--- config.mk ---
export PLATFORM = sky130hd
export DESIGN_NAME = beat_midpoint_stamper
export DESIGN_NICKNAME = d
export VERILOG_FILES = /design/src/rtl/bms_pkg.sv /design/src/rtl/bms_sample_clock.sv /design/src/rtl/bms_pulse_tracker.sv /design/src/rtl/bms_stamp_math.sv /design/src/rtl/bms_record_slot.sv /design/src/rtl/beat_midpoint_stamper.sv
export SDC_FILE = /design/constraint.sdc
export NUM_CORES = 1
export LEC_CHECK = 0
export BUFFER_PORTS_ARGS = -buffer_cell sky130_fd_sc_hd__buf_2
export CAP_MARGIN = 20
export CORE_MARGIN = 2
export CORE_UTILIZATION = 45
export CTS_CLUSTER_DIAMETER = 100
export DETAILED_ROUTE_END_ITERATION = 12
export SETUP_SLACK_MARGIN = 0.05
export SYNTH_ARGS = -nofsm -noshare
export SYNTH_HDL_FRONTEND = slang
export SYNTH_HIERARCHICAL = 1
export SYNTH_SLANG_ARGS = --single-unit
--- constraint.sdc ---
create_clock -name clk -period 12.6 [get_ports clk]
set_clock_uncertainty 0.05 [all_clocks]
set_input_delay 1.89 -clock clk [delete_from_list [all_inputs] [get_ports clk]]
set_output_delay 1.89 -clock clk [all_outputs]
set_load 0.01 [all_outputs]
--- src/rtl/bms_pkg.sv ---
package bms_pkg;
  typedef enum logic [1:0] {
    TRK_LOW   = 2'd0,
    TRK_HIGH  = 2'd1,
    TRK_STUCK = 2'd2
  } trk_state_e;
endpackage

--- src/rtl/bms_sample_clock.sv ---
module bms_sample_clock #(
  parameter int CNT_W = 24
) (
  input  logic             clk,
  input  logic             rst_n,
  input  logic             tick,
  output logic [CNT_W-1:0] idx
);
  logic [CNT_W-1:0] idx_q;

  always_ff @(posedge clk or negedge rst_n) begin
    if (!rst_n)    idx_q <= '0;
    else if (tick) idx_q <= idx_q + 1'b1;
  end

  assign idx = idx_q;

  // the index only moves on sample instants
  assert_idx_hold_R3: assert property (@(posedge clk) disable iff (!rst_n)
    !tick |=> $stable(idx_q));
endmodule

--- src/rtl/bms_pulse_tracker.sv ---
module bms_pulse_tracker
  import bms_pkg::*;
#(
  parameter int CNT_W = 24,
  parameter int MAX_W = 400
) (
  input  logic             clk,
  input  logic             rst_n,
  input  logic             tick,
  input  logic             beat,
  input  logic [CNT_W-1:0] idx,
  output logic             fall_evt,
  output logic             stuck_evt,
  output logic [CNT_W-1:0] rise_idx
);
  localparam logic [CNT_W-1:0] MAX_V = CNT_W'(MAX_W);

  trk_state_e       st_q, st_d;
  logic [CNT_W-1:0] rise_q;
  logic [CNT_W-1:0] age;

  assign age = idx - rise_q;

  always_comb begin
    st_d      = st_q;
    fall_evt  = 1'b0;
    stuck_evt = 1'b0;
    if (tick) begin
      unique case (st_q)
        TRK_LOW: if (beat) st_d = TRK_HIGH;
        TRK_HIGH: begin
          if (!beat) begin
            st_d     = TRK_LOW;
            fall_evt = 1'b1;
          end else if (age == MAX_V) begin
            st_d      = TRK_STUCK;
            stuck_evt = 1'b1;
          end
        end
        TRK_STUCK: if (!beat) st_d = TRK_LOW;
        default: st_d = TRK_LOW;
      endcase
    end
  end

  always_ff @(posedge clk or negedge rst_n) begin
    if (!rst_n) begin
      st_q   <= TRK_LOW;
      rise_q <= '0;
    end else begin
      st_q <= st_d;
      if (tick && st_q == TRK_LOW && beat) rise_q <= idx;
    end
  end

  assign rise_idx = rise_q;

  // an accepted pulse is never wider than the limit
  assert_width_limit_R7: assert property (@(posedge clk) disable iff (!rst_n)
    fall_evt |-> (age <= MAX_V));
endmodule

--- src/rtl/bms_stamp_math.sv ---
module bms_stamp_math #(
  parameter int CNT_W = 24
) (
  input  logic             clk,
  input  logic             rst_n,
  input  logic             fall_evt,
  input  logic [CNT_W-1:0] rise_idx,
  input  logic [CNT_W-1:0] fall_idx,
  output logic [CNT_W:0]   rec_mid,
  output logic [CNT_W:0]   rec_ivl,
  output logic             rec_ok
);
  logic [CNT_W-1:0] width;
  logic [CNT_W:0]   prev_q;
  logic             seen_q;

  assign width   = fall_idx - rise_idx;
  assign rec_mid = {rise_idx, 1'b0} + {1'b0, width};
  assign rec_ivl = rec_mid - prev_q;
  assign rec_ok  = seen_q;

  always_ff @(posedge clk or negedge rst_n) begin
    if (!rst_n) begin
      prev_q <= '0;
      seen_q <= 1'b0;
    end else if (fall_evt) begin
      prev_q <= rec_mid;
      seen_q <= 1'b1;
    end
  end

  // once a reference exists it is never lost
  assert_seen_sticky_R5: assert property (@(posedge clk) disable iff (!rst_n)
    seen_q |=> seen_q);
endmodule

--- src/rtl/bms_record_slot.sv ---
module bms_record_slot #(
  parameter int DW = 51
) (
  input  logic          clk,
  input  logic          rst_n,
  input  logic          in_stb,
  input  logic [DW-1:0] in_data,
  output logic          out_valid,
  input  logic          out_ready,
  output logic [DW-1:0] out_data
);
  logic          valid_q;
  logic [DW-1:0] data_q;
  logic          load;

  assign load = in_stb && (!valid_q || out_ready);

  always_ff @(posedge clk or negedge rst_n) begin
    if (!rst_n) begin
      valid_q <= 1'b0;
      data_q  <= '0;
    end else begin
      if (load) begin
        valid_q <= 1'b1;
        data_q  <= in_data;
      end else if (out_ready) begin
        valid_q <= 1'b0;
      end
    end
  end

  assign out_valid = valid_q;
  assign out_data  = data_q;

  // a waiting record is held steady
  assert_hold_stable_R9: assert property (@(posedge clk) disable iff (!rst_n)
    valid_q && !out_ready |=> valid_q && $stable(data_q));
endmodule

--- src/rtl/beat_midpoint_stamper.sv ---
module beat_midpoint_stamper #(
  parameter int CNT_W = 24,
  parameter int MAX_W = 400
) (
  input  logic           clk,
  input  logic           rst_n,
  input  logic           sample_tick,
  input  logic           beat_in,
  output logic           out_valid,
  input  logic           out_ready,
  output logic [CNT_W:0] out_mid,
  output logic [CNT_W:0] out_ivl,
  output logic           out_ivl_ok,
  output logic           err_stuck
);
  localparam int SW = CNT_W + 1;
  localparam int DW = 2 * SW + 1;

  logic [CNT_W-1:0] idx;
  logic [CNT_W-1:0] rise_idx;
  logic             fall_evt;
  logic             stuck_evt;
  logic [SW-1:0]    rec_mid;
  logic [SW-1:0]    rec_ivl;
  logic             rec_ok;
  logic [DW-1:0]    slot_data;
  logic             err_q;

  bms_sample_clock #(.CNT_W(CNT_W)) u_clock (
    .clk(clk), .rst_n(rst_n), .tick(sample_tick), .idx(idx)
  );

  bms_pulse_tracker #(.CNT_W(CNT_W), .MAX_W(MAX_W)) u_track (
    .clk(clk), .rst_n(rst_n), .tick(sample_tick), .beat(beat_in), .idx(idx),
    .fall_evt(fall_evt), .stuck_evt(stuck_evt), .rise_idx(rise_idx)
  );

  bms_stamp_math #(.CNT_W(CNT_W)) u_math (
    .clk(clk), .rst_n(rst_n), .fall_evt(fall_evt), .rise_idx(rise_idx),
    .fall_idx(idx), .rec_mid(rec_mid), .rec_ivl(rec_ivl), .rec_ok(rec_ok)
  );

  bms_record_slot #(.DW(DW)) u_slot (
    .clk(clk), .rst_n(rst_n), .in_stb(fall_evt),
    .in_data({rec_ok, rec_ivl, rec_mid}),
    .out_valid(out_valid), .out_ready(out_ready), .out_data(slot_data)
  );

  always_ff @(posedge clk or negedge rst_n) begin
    if (!rst_n) err_q <= 1'b0;
    else        err_q <= stuck_evt;
  end

  assign out_mid    = slot_data[SW-1:0];
  assign out_ivl    = slot_data[2*SW-1:SW];
  assign out_ivl_ok = slot_data[DW-1];
  assign err_stuck  = err_q;

  // a record only appears right after a sample instant
  assert_record_after_tick_R10: assert property (@(posedge clk) disable iff (!rst_n)
    $rose(out_valid) |-> $past(sample_tick));

  // the stuck flag is a single-cycle pulse
  assert_stuck_pulse_R6: assert property (@(posedge clk) disable iff (!rst_n)
    err_stuck |=> !err_stuck);
endmodule

==> impl_metrics.csv <==
group,metric,value,unit
outcome,status,"finished, final reports clean",
finish,drive_gt1_frac,0.1497,
placement,port_buffers,57,
detailed_routing,drtAntennaViolNets,0,
detailed_routing,drc_errors,0,
detailed_routing,wl,25.13,mm
yosys,yosys_warnings,6,
detailed_routing,drt_iter0_drc,534,
worst_setup_path,worstSetupEndpointType,"register",
flow_run,cap_violations,0,
timing,tns,0,ns
floorplanning,core_area,23400,um^2
grt,grt_pass1_vias,8288,
cts,holdBufCountCts,0,
timing,fin_ws,6.147,ns
yosys,yosysTopAreaCell,"dfrtp_1",
placement,hpwl,19.35,mm
yosys,avgSynthCellArea,9.095,um^2
yosys,netlist_area,10710,um^2
timing,finalHoldViolCount,0,
floorplanning,rows,56,
floorplanning,ioPinCount,58,
timing,finalCritPeriodShare,0.5122,
grt,grt_pass1_wl,41.57,mm
cts,clock_latency,0.43,ns
finish,seq_area,3228,um^2
timing,max_freq,0.1550,GHz
finish,nNetsFinal,1327,
cts,cts_root_buf,"clkbuf_16",
finish,final_common_cell,"dfrtp_1",
cts,h-tree-depth,4,
floorplanning,die_y,158.3,um
finish,layout_common_cells,"dfrtp_1, inv_1, ha_1",
yosys,synthFlopType,"dfrtp_1",
finish,num-fill-cells,2262,
grt,track_usage,0.2088,
timing,relSlewSlack,0.3671,
cts,post_cts_buffers,0,
yosys,yosys.area.top_type_share,0.3013,
cts,clockBufferDepth,2,
floorplanning,die_w,158.3,um
timing,finalCriticalPeriod,6.453,ns
yosys,synth_area_leaders,"dfrtp_1, ha_1, mux2_4",
timing,rsz0062_at_grt,"false",
detailed_routing,num_vias,8556,
timing,worst_slew_pin_slew,0.9485,ns
timing,drv_slew,0,
cts,cts-resized-gates,0,
timing,hold_slack,0.4290,ns
worst_setup_path,critPathMaxFanout,11,
yosys,yosysSeqAreaShare,0.3013,
worst_setup_path,critPathKind,"reg2reg",
placement,pre_cts_slack,6.213,ns
floorplanning,die_area,25060,um^2
finish,area_growth,10.22,%
cts,cts_tree,"built",
placement,routabilityCongestion,0.8873,
yosys,synthArstFlopShare,1.000,
yosys,syn_nets,1282,
detailed_routing,via_per_inst,5.502,
cts,cts_sinks,129,
grt,grt-ovfl-total,0,
detailed_routing,drt_pass1_iterations,5,
detailed_routing,wl_per_cell,16.16,um
grt,antenna_found_initial,0,
timing,finalSetupViolCount,0,
floorplanning,start_util,0.4578,
yosys,synth-edff-count,0,
worst_setup_path,critPathRequiredTime,12.87,ns
finish,multi_input_area,6904,um^2
worst_setup_path,arrival,6.73,ns
yosys,ys_types,90,
cts,cts_made_buffers,17,
grt,grt_max_degree,88,
worst_setup_path,cp-start-kind,"register",
cts,clkTransAtPathRegs,0.07,ns
yosys,synthCells,1178,
worst_hold_path,hold_class,"reg2reg",
yosys,synth-seq-cells,129,
finish,diodes,0,
==> registers in the layout, summed over array words and instances (netlist names) <==
name,count
u_slot/out_data,51
u_math/prev_q,25
u_clock/idx,24
u_track/rise_idx,24
u_track/st_q,2
err_stuck,1
u_math/rec_ok,1
u_slot/out_valid,1
==> area by class of cell <==
| class | instances | share of cell area |
|---|---|---|
| sequential | 129 | 0.2734 |
| multi-input combinational | 911 | 0.5847 |
| inverter | 104 | 0.03306 |
| timing repair buffer | 60 | 0.02659 |
| tap | 319 | 0.03380 |
| clock inverter | 14 | 0.01218 |
| clock buffer | 18 | 0.03634 |
==> metrics by stage <==
step | utilization | area [um^2] | cells
2_1_floorplan | - | 10710 | 1178
3_3_place_gp | 0.4801 | 11240 | 1523
3_5_place_dp | 0.4801 | 11240 | 1523
4_1_cts | 0.5046 | 11810 | 1555
5_1_grt | 0.5046 | 11810 | 1555
6_report | 0.5046 | 11810 | 1555
==> worst max-delay path, stage by stage, from the launching register on <==
cell	delay, ns
dfrtp_1	0.52
inv_1	0.08
ha_1	0.21
fa_1	0.41
nor2b_1	0.16
o31a_1	0.18
nor4b_1	0.08
o31ai_1	0.53
a31oi_2	0.25
xnor2_1	0.17
ha_1	0.39
a21o_1	0.21
a21o_1	0.18
a21o_1	0.20
a21o_1	0.18
a221o_1	0.38
a31oi_4	0.18
mux2i_1	0.24
and2_1	0.17
ha_1	0.31
a21o_1	0.19
a21oi_1	0.25
a21boi_0	0.12
o21ai_0	0.17
o31ai_1	0.09
o211ai_1	0.10
xnor2_1	0.09
mux2_4	0.27
==> synth_stat cells (12+ instances only) <==
cell	n
dfrtp_1	129
inv_1	104
ha_1	96
nand2_1	94
a21oi_1	80
o21ai_0	77
nor2_1	65
xnor2_1	64
mux2_4	51
nand3_1	31
a21o_1	29
xor2_1	26
nand4_1	22
nor3_1	17
and3_1	16
nor2b_1	15
o21a_1	15
clkbuf_1	14
mux2_2	14
o21bai_1	13
o211ai_1	12
==> routing by layer <==
metal  track usage  vias up  wire length, um
met5             0        -                0
met2        0.3451      175            11550
met3       0.03375       33              862
met4       0.05920        0              465
met1        0.2830     4010            12240
li1              -     4338                -
==> cell families after synthesis <==
| family | count (synthesis) | synth area share |
|---|---|---|
| AO/OA/AOI/OAI | 320 | 0.1985 |
| XOR/XNOR | 90 | 0.07357 |
| adder cells (fa/ha/maj) | 99 | 0.1177 |
| buffers and inverters | 138 | 0.05524 |
| flip-flops | 129 | 0.3013 |
| multiplexers | 71 | 0.09179 |
| AND/OR/NAND/NOR | 331 | 0.1619 |
==> worst paths after layout <==
check                                            from                               to  slack [ns]  cells past startpoint
min                         u_math/rec_ok$_DFFE_PN0P_        u_math/rec_ok$_DFFE_PN0P_        0.43                      1
min in group asynchronous                       rst_n     u_math/prev_q[4]$_DFFE_PN0P_        1.47                      1
min reg2reg                 u_math/rec_ok$_DFFE_PN0P_        u_math/rec_ok$_DFFE_PN0P_        0.43                      1
max                        u_clock/idx[0]$_DFFE_PN0P_  u_slot/out_data[49]$_DFFE_PN0P_        6.15                     27
max reg2reg                u_clock/idx[0]$_DFFE_PN0P_  u_slot/out_data[49]$_DFFE_PN0P_        6.15                     27
max in group asynchronous                       rst_n      u_clock/idx[20]$_DFFE_PN0P_        9.92                      2
Power is left out: the tool's default activity adds up to more than one toggle a clock period on the data nets, which glitch-free logic cannot reach.
